$ cat src/rtl/uis_pkg.sv
package uis_pkg;
  localparam int IRQ_W  = 13;
  localparam int STAT_W = 14;

  // bit positions shared with downstream decoders
  localparam int B_RXTRIG      = 0;
  localparam int B_RXEMPTY     = 1;
  localparam int B_RXFULL      = 2;
  localparam int B_TXEMPTY     = 3;
  localparam int B_TXFULL      = 4;
  localparam int B_RXOVR       = 5;
  localparam int B_FRAME       = 6;
  localparam int B_PARITY      = 7;
  localparam int B_TIMEOUT     = 8;
  localparam int B_MODEM       = 9;
  localparam int B_TXTRIG_IRQ  = 10;
  localparam int B_TXOVR       = 12;
  localparam int B_TXTRIG_STAT = 13;
  localparam int LIVE_IRQ_BITS = 5;

  typedef struct packed {
    logic [IRQ_W-1:0] maskSet;
    logic [IRQ_W-1:0] maskClr;
    logic [IRQ_W-1:0] stickyClr;
    logic [IRQ_W-1:0] stickySet;
    logic             rxTrigWr;
    logic             txTrigWr;
  } regStrobes_t;
endpackage

$ cat src/rtl/uis_ctrl.sv
module uis_ctrl
  import uis_pkg::*;
#(
  parameter int FIFO_DEPTH = 64,
  parameter int CNT_W      = 7
) (
  input  logic              clk,
  input  logic              rstN,
  input  logic [CNT_W-1:0]  rxCount,
  input  logic [CNT_W-1:0]  txCount,
  input  logic [CNT_W-1:0]  rxTrigLevel,
  input  logic [CNT_W-1:0]  txTrigLevel,
  input  logic              rxOverrun,
  input  logic              txOverrun,
  input  logic              rxTimeout,
  input  logic              framingErr,
  input  logic              parityErr,
  input  logic              modemChange,
  input  logic              maskEnWr,
  input  logic [IRQ_W-1:0]  maskEnData,
  input  logic              maskDisWr,
  input  logic [IRQ_W-1:0]  maskDisData,
  input  logic              stickyClrWr,
  input  logic [IRQ_W-1:0]  stickyClrData,
  input  logic              rxTrigWr,
  input  logic              txTrigWr,
  output logic [STAT_W-1:0] liveStatus,
  output regStrobes_t       strobes
);
  localparam logic [CNT_W-1:0] FULL_CNT = CNT_W'(FIFO_DEPTH);

  always_comb begin
    liveStatus                = '0;
    liveStatus[B_RXTRIG]      = (rxCount >= rxTrigLevel);
    liveStatus[B_RXEMPTY]     = (rxCount == '0);
    liveStatus[B_RXFULL]      = (rxCount == FULL_CNT);
    liveStatus[B_TXEMPTY]     = (txCount == '0);
    liveStatus[B_TXFULL]      = (txCount == FULL_CNT);
    liveStatus[B_TXTRIG_STAT] = (txCount >= txTrigLevel);
  end

  always_comb begin
    strobes           = '0;
    strobes.maskSet   = maskEnWr    ? maskEnData    : '0;
    strobes.maskClr   = maskDisWr   ? maskDisData   : '0;
    strobes.stickyClr = stickyClrWr ? stickyClrData : '0;
    strobes.rxTrigWr  = rxTrigWr;
    strobes.txTrigWr  = txTrigWr;
    strobes.stickySet[LIVE_IRQ_BITS-1:0] = liveStatus[LIVE_IRQ_BITS-1:0];
    strobes.stickySet[B_TXTRIG_IRQ] = liveStatus[B_TXTRIG_STAT];
    strobes.stickySet[B_RXOVR]      = rxOverrun;
    strobes.stickySet[B_FRAME]      = framingErr;
    strobes.stickySet[B_PARITY]     = parityErr;
    strobes.stickySet[B_TIMEOUT]    = rxTimeout;
    strobes.stickySet[B_MODEM]      = modemChange;
    strobes.stickySet[B_TXOVR]      = txOverrun;
  end

  // an in-range count cannot be both empty and full
  a_r1_empty_full_excl: assert property (@(posedge clk) disable iff (!rstN)
    !(liveStatus[B_RXEMPTY] && liveStatus[B_RXFULL]) &&
    !(liveStatus[B_TXEMPTY] && liveStatus[B_TXFULL]));
endmodule

$ cat src/rtl/uis_datapath.sv
module uis_datapath
  import uis_pkg::*;
#(
  parameter int CNT_W      = 7,
  parameter int TRIG_RESET = 32
) (
  input  logic             clk,
  input  logic             rstN,
  input  regStrobes_t      strobes,
  input  logic [CNT_W-1:0] rxTrigData,
  input  logic [CNT_W-1:0] txTrigData,
  output logic [IRQ_W-1:0] maskQ,
  output logic [IRQ_W-1:0] stickyQ,
  output logic [CNT_W-1:0] rxTrigQ,
  output logic [CNT_W-1:0] txTrigQ,
  output logic             irqQ
);
  localparam logic [CNT_W-1:0] TRIG_INIT = CNT_W'(TRIG_RESET);

  logic anyPending;
  assign anyPending = |(maskQ & stickyQ);

  always_ff @(posedge clk or negedge rstN) begin
    if (!rstN) begin
      maskQ   <= '0;
      stickyQ <= '0;
      irqQ    <= 1'b0;
      rxTrigQ <= TRIG_INIT;
      txTrigQ <= TRIG_INIT;
    end else begin
      maskQ   <= (maskQ | strobes.maskSet) & ~strobes.maskClr;
      stickyQ <= (stickyQ & ~strobes.stickyClr) | strobes.stickySet;
      irqQ    <= anyPending;
      if (strobes.rxTrigWr) rxTrigQ <= rxTrigData;
      if (strobes.txTrigWr) txTrigQ <= txTrigData;
    end
  end

  // a bit being set wins over a same-cycle clear
  a_r7_set_beats_clear: assert property (@(posedge clk) disable iff (!rstN)
    1'b1 |=> ((stickyQ & $past(strobes.stickySet)) == $past(strobes.stickySet)));

  // sticky bits fall only where a clear was written
  a_r6_clear_only: assert property (@(posedge clk) disable iff (!rstN)
    1'b1 |=> (($past(stickyQ) & ~stickyQ & ~$past(strobes.stickyClr)) == '0));

  // disable has the last word on the mask
  a_r5_disable_wins: assert property (@(posedge clk) disable iff (!rstN)
    (|strobes.maskClr) |=> ((maskQ & $past(strobes.maskClr)) == '0));

  // registered interrupt follows masked status one cycle later
  a_r8_irq_rise: assert property (@(posedge clk) disable iff (!rstN)
    anyPending |=> irqQ);
  a_r8_irq_fall: assert property (@(posedge clk) disable iff (!rstN)
    !anyPending |=> !irqQ);

  // the unused sticky position never becomes set
  a_r4_gap_bit: assert property (@(posedge clk) disable iff (!rstN)
    $past(stickyQ[11]) == 1'b0 |-> stickyQ[11] == 1'b0);
endmodule

$ cat src/rtl/uart_irq_status.sv
module uart_irq_status
  import uis_pkg::*;
#(
  parameter int FIFO_DEPTH = 64,
  parameter int TRIG_RESET = 32,
  localparam int CNT_W     = $clog2(FIFO_DEPTH + 1)
) (
  input  logic              clk,
  input  logic              rstN,
  input  logic [CNT_W-1:0]  rxCount,
  input  logic [CNT_W-1:0]  txCount,
  input  logic              rxOverrun,
  input  logic              txOverrun,
  input  logic              rxTimeout,
  input  logic              framingErr,
  input  logic              parityErr,
  input  logic              modemChange,
  input  logic              maskEnWr,
  input  logic [12:0]       maskEnData,
  input  logic              maskDisWr,
  input  logic [12:0]       maskDisData,
  input  logic              stickyClrWr,
  input  logic [12:0]       stickyClrData,
  input  logic              rxTrigWr,
  input  logic [CNT_W-1:0]  rxTrigData,
  input  logic              txTrigWr,
  input  logic [CNT_W-1:0]  txTrigData,
  output logic [13:0]       statusWord,
  output logic [12:0]       maskWord,
  output logic [12:0]       stickyWord,
  output logic [CNT_W-1:0]  rxTrigLevel,
  output logic [CNT_W-1:0]  txTrigLevel,
  output logic              irq
);
  regStrobes_t strobes;

  uis_ctrl #(.FIFO_DEPTH(FIFO_DEPTH), .CNT_W(CNT_W)) uCtrl (
    .clk(clk), .rstN(rstN),
    .rxCount(rxCount), .txCount(txCount),
    .rxTrigLevel(rxTrigLevel), .txTrigLevel(txTrigLevel),
    .rxOverrun(rxOverrun), .txOverrun(txOverrun), .rxTimeout(rxTimeout),
    .framingErr(framingErr), .parityErr(parityErr), .modemChange(modemChange),
    .maskEnWr(maskEnWr), .maskEnData(maskEnData),
    .maskDisWr(maskDisWr), .maskDisData(maskDisData),
    .stickyClrWr(stickyClrWr), .stickyClrData(stickyClrData),
    .rxTrigWr(rxTrigWr), .txTrigWr(txTrigWr),
    .liveStatus(statusWord), .strobes(strobes)
  );

  uis_datapath #(.CNT_W(CNT_W), .TRIG_RESET(TRIG_RESET)) uData (
    .clk(clk), .rstN(rstN), .strobes(strobes),
    .rxTrigData(rxTrigData), .txTrigData(txTrigData),
    .maskQ(maskWord), .stickyQ(stickyWord),
    .rxTrigQ(rxTrigLevel), .txTrigQ(txTrigLevel), .irqQ(irq)
  );
endmodule

$ cat config.mk
export PLATFORM = sky130hd
export DESIGN_NAME = uart_irq_status
export DESIGN_NICKNAME = d
export VERILOG_FILES = /design/src/rtl/uis_pkg.sv /design/src/rtl/uis_ctrl.sv /design/src/rtl/uis_datapath.sv /design/src/rtl/uart_irq_status.sv
export SDC_FILE = /design/constraint.sdc
export NUM_CORES = 1
export LEC_CHECK = 0
export BUFFER_PORTS_ARGS = -buffer_cell sky130_fd_sc_hd__clkbuf_2
export CAP_MARGIN = 20
export CORE_MARGIN = 1.5
export CORE_UTILIZATION = 41
export DETAILED_ROUTE_END_ITERATION = 6
export GPL_ROUTABILITY_DRIVEN = 0
export GPL_TIMING_DRIVEN = 1
export HOLD_SLACK_MARGIN = 0.02
export PLACE_DENSITY = 0.81
export SYNTH_ARGS = -nofsm -noshare
export SYNTH_HDL_FRONTEND = slang
export SYNTH_SLANG_ARGS = --single-unit
$ cat constraint.sdc
create_clock -name clk -period 1.55 [get_ports clk]
set_input_delay 0.155 -clock clk [delete_from_list [all_inputs] [get_ports clk]]
set_output_delay 0.155 -clock clk [all_outputs]
set_load 0.05 [all_outputs]
======== Word level (Yosys, flattened, before mapping) ========
Cells that the tools add are included.
W data, S select, Z words.
cells by class
  $lt $le $gt $ge ......................... 2
  eq/ne operators ......................... 2
  muxes and demuxes ....................... 3
  bitwise gates (word level) .............. 7
  reductions and logical operators ........ 3
operators by type and width
  operator              count
  $and A13 B13 Y13      3
  $mux W13              3
  $not A13 Y13          2
  $or A13 B13 Y13       2
  $eq A7 B7 Y1 const B  2
  $ge A7 B7 Y1          2
  $logic_not A7 Y1      2
  $reduce_or A13 Y1     1
storage, ports and cells
  bits in registers ....................... 41
  bits of input ports ..................... 80
  output and inout port bits .............. 55
  logic and storage cells ................. 22

======== Depth between registers and ports, before layout ========
Gate-level depths: netlist (run 1).
  depth after elaboration ................. 4
  mapped depth ............................ 5
  depth with buffers taken out ............ 5

======== By module ========
From an unflattened synthesis (run 1), not the netlist that was laid out.
unflattened totals
  cell total of the unflattened synthesis .. 238
  area, all modules ....................... 2361.0 µm²
by module, submodules not included
  module        instances  cells an instance  area an instance (µm²)  sequential area each (µm²)
  uis_datapath  1          117                1514.0                  1028.5
  uis_ctrl      1          121                847.1                   0.0

======== Worst setup path before layout (run 1) ========
Ideal clock, no wire load.
  path type ............................... reg-to-output
  from .................................... register uData.rxTrigQ[2]
  to ...................................... output port statusWord[0]
  arrival time ............................ 2265 ps
  required time ........................... 1395 ps
  setup slack ............................. -870 ps
  stages on the path, launching flop included .. 6
  path buffers ............................ 0
  cell sequence ........................... dfrtp_1 inv_1 ha_1 a21o_1 a31oi_1 o21ai_0
on the way
  word-level cells in the longest chain between the ends .. 1
RTL lines
  what                      RTL line               source
  start: declaration        uis_datapath.sv:14     output logic [CNT_W-1:0] rxTrigQ,
  start signal: assignment  uis_datapath.sv:34     if (strobes.rxTrigWr) rxTrigQ <= rxTrigData;
  $ge A7 B7 Y1              uis_ctrl.sv:34         liveStatus[B_RXTRIG] = (rxCount >= rxTrigLevel);
  end: declaration          uart_irq_status.sv:28  output logic [13:0] statusWord,
Every way passes these cells.

======== Worst setup path in the final report (run 1) ========
  from .................................... register uData.rxTrigQ[5]
  to ...................................... output port statusWord[0]
The elaborated chain is that of the path after synthesis.

==> summary.txt, run 1 <==
Floorplanning
  – Die H: 72.4 um
  – I/O Pins: 135
  – Initial Utilization: 42.1%
  – Num rows: 25
  – Total die area: 5240 um2
  – DIE WIDTH: 72.4 um
  – Core footprint: 4690 um2

Routing
  – DRT iter0 DRCs: 85
  – Met2 WL: 2670 um
  – Vias per cell: 4.91
  – 1st-pass router iterations: 4
  – Wire per inst: 13.5 um
  – DR WL met3: 360 um
  – Post-Route M1 WL: 2300 um
  – Highest metal used: met4
  – Vias: 1954
  – Drt drc: 0
  – Total wire length: 5380 um
  – Final ANT Viol Nets: 0

Timing
  – Final hold viol count: 0
  – Post-route setup slack: -0.260 ns
  – Worst Skew: 0.00576 ns
  – RSZ-0062 raised after global routing: true
  – Final Max Slew Viols: 0
  – Final setup violation count: 2
  – Fmax: 553 MHz
  – Final Critical Period: 1.81 ns
  – Tcrit/Tclk final: 117%

Logic synthesis
  – Yosys reg bits: 41
  – Yosys top cell area share: 49.5%
  – Synthesis Warnings: 0
  – Sequential fraction of the synthesis area: 52.1%
  – Synthesized area: 1970 um2
  – Largest area contributor in the netlist: dfrtp_1
  – Synth Instances: 204
  – Post-synthesis cell type count: 24
  – Mean area per synthesized cell: 9.67 um2
  – Area contributors post-synth: dfrtp_1 49%, ha_1 8.9%, a21oi_1 7.6%, nand2_1 6.5%, o21ai_0 3.6%

Power and ir drop
  – Leakage: 1.56 nW
  – Pint: 1.89 mW
  – Pwr/cell area: 1030 nW/um2
  – Pwr Total: 3.04 mW
  – Net Sw Frac: 37.8%
  – Flop pwr share: 41.0%
  – Max VDD drop: 0.000433 V
  – Clock Power Share: 23.6%
  – Switching power total: 1.15 mW
  – Gate power share: 35.4%

Global route
  – Vias in the first global route: 1848
  – Pin count of the biggest net entering global routing: 24
  – Total gr overflow: 0
  – Initial antenna violation count: 0
  – All-Layer GR Usage: 20.5%
  – First-pass GRT wire length: 8280 um

Clock network
  – Root Driver: clkbuf_8
  – Clock Path Buffers: 2
  – Clock transition at the registers of the reported paths: 0.08 ns
  – CTS Buf Count: 5
  – Clock Latency Late Sink: 0.29 ns
  – H-tree depth: 2
  – CTS sink cnt: 41
  – CTS tree: done

Critical path
  – CP max stage delay: 0.54 ns
  – Required @ worst endpoint: 1.39 ns
  – Reg2reg path depth: 6
  – Worst endpoint data arrival time: 1.65 ns
  – Startpoint types: flip-flop
  – CP Capture Type: output pin
  – Slowest-stage cell, CP: dfstp_2
  – Setup CP Type: flip-flop to output pin
  – Critical Path Fanout Max: 2
  – Worst path cell trace: inv_2 > ha_4 > nand2_2 > o21a_1 > o21ai_4 > buf_8
  – Worst path bufs/invs: 2
  – CP Depth: 6
  – Crit path max-delay family: flip-flops

Place
  – # port buffers: 126
  – DP HPWL: 4140 um
  – Pre-CTS WS: -0.0669 ns
  – Dpl cell area: 2690 um2

Min path
  – Worst hold path type: input pin to flip-flop
  – Hold path cells: 2

Layout
  – Final nets: 437
  – Most frequent cells in the layout: 124 x clkbuf_2, 33 x nand2_1, 33 x dfrtp_1
  – Area Overhead vs Synth: 49.3%
  – Commonest non-fill, non-tap cell in the layout: clkbuf_2
  – Layout cells sized above 1: 48.5%
  – Antenna cells: 0
  – Final instance area: 2950 um2

Outcome
  – Failing checks: setup timing
  – Status: finished with violations

Run
  – Max Cap Violations: 0
[kinds of logic after synthesis]
kind of cell	synth area share (%)
compound gates	20.2
fa+ha+maj	8.88
buf+inv	7.36
flops	52.1
mux	1.14
other cells	0.190
simple gates	10.1
[sequential cells by signal, indices dropped and copies added (netlist names)]
signal,flops
uData.maskQ,13
uData.stickyQ,13
uData.rxTrigQ,7
uData.txTrigQ,7
uData.irqQ,1
[routing by layer]
layer / track usage, % / up-vias
met2: 37.1 / 83
met1: 24.1 / 897
met4: 5.24 / 0
li1: - / 967
met5: 0 / -
met3: 5.42 / 7
[power groups by stage]
| stage | registers, mW | logic [mW] | clock network [mW] |
|---|---|---|---|
| 2_1_floorplan | 1.59 | 0.329 | 0 |
| 5_1_grt | 1.26 | 1.16 | 0.785 |
| 3_3_place_gp | 1.26 | 0.965 | 0 |
| 6_report | 1.25 | 1.07 | 0.717 |
| 4_1_cts | 1.24 | 1.06 | 0.734 |
| 3_5_place_dp | 1.27 | 0.980 | 0 |
[synth_stat cells, drive strengths merged]
library cell   n
dfrtp         39
nand2         34
a21oi         30
o21ai         18
inv           16
ha            14
buf           13
a21o           8
nor2           6
a22oi          5
nand4          3
a31oi          2
dfstp          2
mux2           2
nand2b         2
nor4           2
o211ai         2
o21a           2
a21boi         1
a222oi         1
and3           1
conb           1
[through the flow]
| step | hold slack (ns) | TNS [ns] | utilization [%] | instances |
|---|---|---|---|---|
| global route | 0.0204 | -0.588 | 62.8 | 398 |
| CTS | 0.0225 | -0.477 | 62.4 | 398 |
| finish | 0.0335 | -0.479 | 62.8 | 398 |
| global placement | 0.125 | -0.0413 | 57.2 | 380 |
| floorplan | -0.141 | -0.412 | - | 211 |
| detailed placement | 0.131 | -0.0669 | 57.2 | 380 |
[path summary, 6_finish.rpt]
| check | startpoint | to | slack (ns) |
|---|---|---|---|
| max in group asynchronous | rstN | uData.txTrigQ[5]$_DFFE_PN1P_ | 0.61 |
| hold reg to reg | uData.stickyQ[5]$_DFF_PN0_ | uData.stickyQ[5]$_DFF_PN0_ | 0.52 |
| hold / removal | maskDisData[10] | uData.maskQ[10]$_DFF_PN0_ | 0.03 |
| min in group asynchronous | rstN | uData.stickyQ[11]$_DFF_PN0_ | 0.38 |
| setup reg to reg | uData.rxTrigQ[5]$_DFFE_PN1P_ | uData.stickyQ[0]$_DFF_PN0_ | 0.11 |
| setup / recovery | uData.rxTrigQ[5]$_DFFE_PN1P_ | statusWord[0] | -0.26 |
[final cells by class]
class / count / area (um2)
Timing Repair Buffer: 138 / 761
Multi-Input combinational cell: 141 / 932
Sequential cell: 41 / 1040
Fill cell: 391 / 1750
Inverter: 16 / 60.1
Tap cell: 54 / 67.6
Clock buffer: 8 / 90.1
[what timing repair did]
action | 4_1_cts | 5_1_grt
hold buffers | 1 | 0
pin swaps | 9 | 3
endpoints found under the setup margin | 2 | 2
buffers inserted | 9 | 0
endpoints found under the hold margin | 18 | 0
resized for setup | 10 | 4
Power figures use the tool's default switching activity.
==> inputs of run 2 (changes only) <==
--- a/config.mk
+++ b/config.mk
@@ -7,13 +7,14 @@
 export LEC_CHECK = 0
 export BUFFER_PORTS_ARGS = -buffer_cell sky130_fd_sc_hd__clkbuf_2
 export CAP_MARGIN = 20
-export CORE_MARGIN = 1.5
-export CORE_UTILIZATION = 41
+export CORE_MARGIN = 10
+export CORE_UTILIZATION = 44
 export DETAILED_ROUTE_END_ITERATION = 6
 export GPL_ROUTABILITY_DRIVEN = 0
 export GPL_TIMING_DRIVEN = 1
 export HOLD_SLACK_MARGIN = 0.02
-export PLACE_DENSITY = 0.81
+export PLACE_DENSITY = 0.82
 export SYNTH_ARGS = -nofsm -noshare
 export SYNTH_HDL_FRONTEND = slang
+export SYNTH_HIERARCHICAL = 1
 export SYNTH_SLANG_ARGS = --single-unit
==> constraint.sdc (replaced) <==
create_clock -name clk -period 1.55 [get_ports clk]
set_input_delay 0.155 -clock clk [delete_from_list [all_inputs] [get_ports clk]]
set_output_delay 0.155 -clock clk [all_outputs]
set_load 0.005 [all_outputs]
==> summary.txt, run 2 <==
Critical path
  – Required @ worst endpoint: 1.39 ns (about the same)
  – Reg2Reg Setup Slack: -0.01 ns (was 0.11 ns)
  – Crit path max-delay family: flip-flops (unchanged)
  – Worst path bufs/invs: 2 (unchanged)
  – Critical Path Fanout Max: 2 (unchanged)
  – Reg2reg start: uData/rxTrigQ[5]$_DFFE_PN1P_ (was uData.rxTrigQ[5]$_DFFE_PN1P_)
  – Worst endpoint data arrival time: 1.62 ns (was 1.65 ns)
  – Setup crit start: uData/rxTrigQ[5]$_DFFE_PN1P_ (was uData.rxTrigQ[5]$_DFFE_PN1P_)
  – CP Capture Type: output pin (unchanged)
  – Slowest-stage cell, CP: dfstp_2 (unchanged)
  – CP max stage delay: 0.54 ns (about the same)
  – Setup CP Type: flip-flop to output pin (unchanged)
  – Startpoint types: flip-flop (unchanged)
  – Worst path cell trace: inv_2 > ha_4 > nand2_4 > o31ai_2 > clkbuf_2 (was inv_2 > ha_4 > nand2_2 > o21a_1 > o21ai_4 > buf_8)
  – Critical R2R Capture: uData/stickyQ[0]$_DFF_PN0_ (was uData.stickyQ[0]$_DFF_PN0_)
  – Reg2reg path depth: 8 (was 6)

Layout
  – Final nets: 459 (was 437)
  – Antenna cells: 0 (unchanged)
  – Area of the multi-input gates: 1120 um2 (was 932 um2)
  – Layout cells sized above 1: 49.6% (was 48.5%)
  – # fillers: 472 (was 391)
  – Commonest non-fill, non-tap cell in the layout: clkbuf_2 (unchanged)
  – Register area: 1030 um2 (was 1040 um2)
  – Top flop regs: uData/maskQ: 13 flops, uData/stickyQ: 13 flops (was uData.maskQ: 13 flops, uData.stickyQ: 13 flops)
  – Area Overhead vs Synth: 34.7% (was 49.3%)
  – Most frequent cells in the layout: 126 x clkbuf_2, 39 x and2_1, 39 x dfrtp_1 (was 124 x clkbuf_2, 33 x nand2_1, 33 x dfrtp_1)
  – Post-Layout Cell Count: 435 (was 398)
  – Layout Utilization: 61.9% (was 62.8%)

Floorplanning
  – Num rows: 26 (was 25)
  – Total die area: 8700 um2 (was 5240 um2)
  – I/O Pins: 135 (unchanged)
  – DIE WIDTH: 93.3 um (was 72.4 um)
  – Core footprint: 5140 um2 (was 4690 um2)
  – Initial Utilization: 45.9% (was 42.1%)
  – Die H: 93.3 um (was 72.4 um)

Routing
  – Vias: 2022 (was 1954)
  – 1st-pass router iterations: 4 (unchanged)
  – Wire per inst: 15.5 um (was 13.5 um)
  – Drt drc: 0 (unchanged)
  – DRT iter0 DRCs: 41 (was 85)
  – Final ANT Viol Nets: 0 (unchanged)
  – Vias per cell: 4.65 (was 4.91)
  – Total wire length: 6730 um (was 5380 um)

Logic synthesis
  – Synth top cells by count: 39 x and2_1, 39 x dfrtp_1, 32 x nor2_1 (was 39 x dfrtp_1, 34 x nand2_1, 30 x a21oi_1)
  – Largest family of logic cells by synthesized area: simple AND/OR/NAND/NOR gates (was compound AO/OA/AOI/OAI gates)
  – Yosys top cell area share: 41.3% (was 49.5%)
  – Post-Synth XOR/XNOR Area: 0% (unchanged)
  – Post-synthesis mux area share: 6.68% (was 1.14%)
  – Post-synthesis async set-or-reset flop share: 100% (unchanged)
  – Synthesized area: 2360 um2 (was 1970 um2)
  – Post-Synth Adder-Cell Area: 7.42% (was 8.88%)
  – Post-synthesis cell type count: 28 (was 24)
  – Area contributors post-synth: dfrtp_1 41%, and2_1 10%, ha_1 7.4%, buf_4 7.3%, mux2_2 6.7% (was dfrtp_1 49%, ha_1 8.9%, a21oi_1 7.6%, nand2_1 6.5%, o21ai_0 3.6%)
  – Number of flops mapped to enable cells by yosys: 0 (unchanged)
  – Synth Instances: 238 (was 204)
  – Mean area per synthesized cell: 9.92 um2 (was 9.67 um2)
  – Synthesis Warnings: 6 (was 0)
  – Sequential fraction of the synthesis area: 43.6% (was 52.1%)
  – Largest area contributor in the netlist: dfrtp_1 (unchanged)
  – Yosys reg bits: 41 (unchanged)
  – Most used DFF post-synth: dfrtp_1 (unchanged)
  – Synth Area in Simple Gates: 19.3% (was 10.1%)
  – Synth Area in Compound Gates: 9.70% (was 20.2%)

Min path
  – Worst hold path type: input pin to flip-flop (unchanged)
  – Worst hold path startpoint: txOverrun (was maskDisData[10])
  – Hold path cells: 2 (unchanged)
  – WHS Endpoint: uData/stickyQ[12]$_DFF_PN0_ (was uData.maskQ[10]$_DFF_PN0_)

Timing
  – Post-route setup slack: -0.222 ns (was -0.260 ns)
  – Final Critical Period: 1.77 ns (was 1.81 ns)
  – Final Max Slew Viols: 0 (unchanged)
  – Final setup violation count: 3 (was 2)
  – Tcrit/Tclk final: 114% (was 117%)
  – Worst Skew: 0.00460 ns (was 0.00576 ns)
  – Fmax: 564 MHz (was 553 MHz)
  – Hold slack: 0.0424 ns (was 0.0335 ns)
  – RSZ-0062 raised after global routing: true (unchanged)
  – Final hold viol count: 0 (unchanged)

Global route
  – Total gr overflow: 0 (unchanged)
  – Pin count of the biggest net entering global routing: 26 (was 24)
  – All-Layer GR Usage: 14.6% (was 20.5%)
  – Initial antenna violation count: 0 (unchanged)
  – First-pass GRT wire length: 10300 um (was 8280 um)
  – Vias in the first global route: 2188 (was 1848)

Clock network
  – Clock transition at the registers of the reported paths: 0.07 ns (was 0.08 ns)
  – Root Driver: clkbuf_8 (unchanged)
  – H-tree depth: 2 (unchanged)
  – CTS tree: done (unchanged)
  – CTS sink cnt: 41 (unchanged)
  – CTS Buf Count: 5 (unchanged)
  – Clock Path Buffers: 2 (unchanged)
  – Clock Latency Late Sink: 0.28 ns (was 0.29 ns)

Power and ir drop
  – Pwr/cell area: 832 nW/um2 (was 1030 nW/um2)
  – Pwr Total: 2.65 mW (was 3.04 mW)
  – Leakage: 1.74 nW (was 1.56 nW)
  – Max VDD drop: 0.000406 V (was 0.000433 V)

Place
  – DP HPWL: 5600 um (was 4140 um)
  – Inst Count DP: 415 (was 380)
  – # port buffers: 126 (unchanged)

Outcome
  – Failing checks: setup timing (unchanged)
  – Status: finished with violations (unchanged)

Run
  – Max Cap Violations: 0 (unchanged)
## run 2: logic make-up (layout without fill, tap and decap cells)
family,Yosys count,after routing
AND/OR/NAND/NOR,84,84
buffers and inverters,55,174
flip-flops,41,41
AO/OA/AOI/OAI,29,29
adder cells (fa/ha/maj),14,14
multiplexers,14,14
other,1,9
## run 2: layer usage
layer / GRT usage [%] / up-vias / part of all wire, %
met2: 25.4 / 81 / 49
met5: 0 / - / 0
met1: 15.8 / 941 / 40
li1: - / 993 / -
met3: 6.39 / 7 / 9.5
met4: 3.86 / 0 / 0.92
## run 2: layout make-up
type / count / area share (%)
Multi-Input combinational cell: 150 / 35.4
Sequential cell: 41 / 32.3
Timing Repair Buffer: 140 / 23.6
Inverter: 27 / 3.19
Tap cell: 70 / 2.75
Clock buffer: 7 / 2.72
## run 2: worst max-delay path by stage
stage                                            end  slack, ns  depth (start not counted)
after floorplan           uData/stickyQ[0]$_DFF_PN0_      -0.04                          8
after global placement                 statusWord[0]       0.07                          7
after detailed placement               statusWord[0]     0.0006                          7
after CTS                              statusWord[0]      -0.24                          7
after global routing                   statusWord[0]      -0.31                          5
final                                  statusWord[0]      -0.22                          5
## run 2: metrics by stage
| step | area (um2) | setup TNS [ns] | setup WS [ns] |
|---|---|---|---|
| after global placement | 2920 | 0 | 0.0661 |
| after global routing | 3180 | -0.695 | -0.309 |
| after detailed placement | 2920 | 0 | 0.000602 |
| after CTS | 3160 | -0.455 | -0.243 |
| after floorplan | 2400 | -0.0416 | -0.0416 |
| final | 3180 | -0.381 | -0.222 |
## run 2: power breakdown
group / internal (mW) / total (mW) / switching, mW
combinational: 0.384 / 0.704 / 0.320
sequential: 1.18 / 1.26 / 0.0810
clock: 0.353 / 0.685 / 0.332
## run 2: worst reg2reg max path, delay by kind of cell (launching register included)
kind	cells	cell delay, ns
fa+ha+maj	1	0.21
buf+inv	2	0.19
simple gates	2	0.10
compound gates	3	0.41
flops	1	0.54
## run 2: what timing repair did
action	4_1_cts	5_1_grt
resized for setup	12	0
hold buffers	1	0
endpoints found under the hold margin	14	0
setup buffers	9	4
pin swaps	6	2
setup endpoints to repair	3	4
gates cloned	0	0
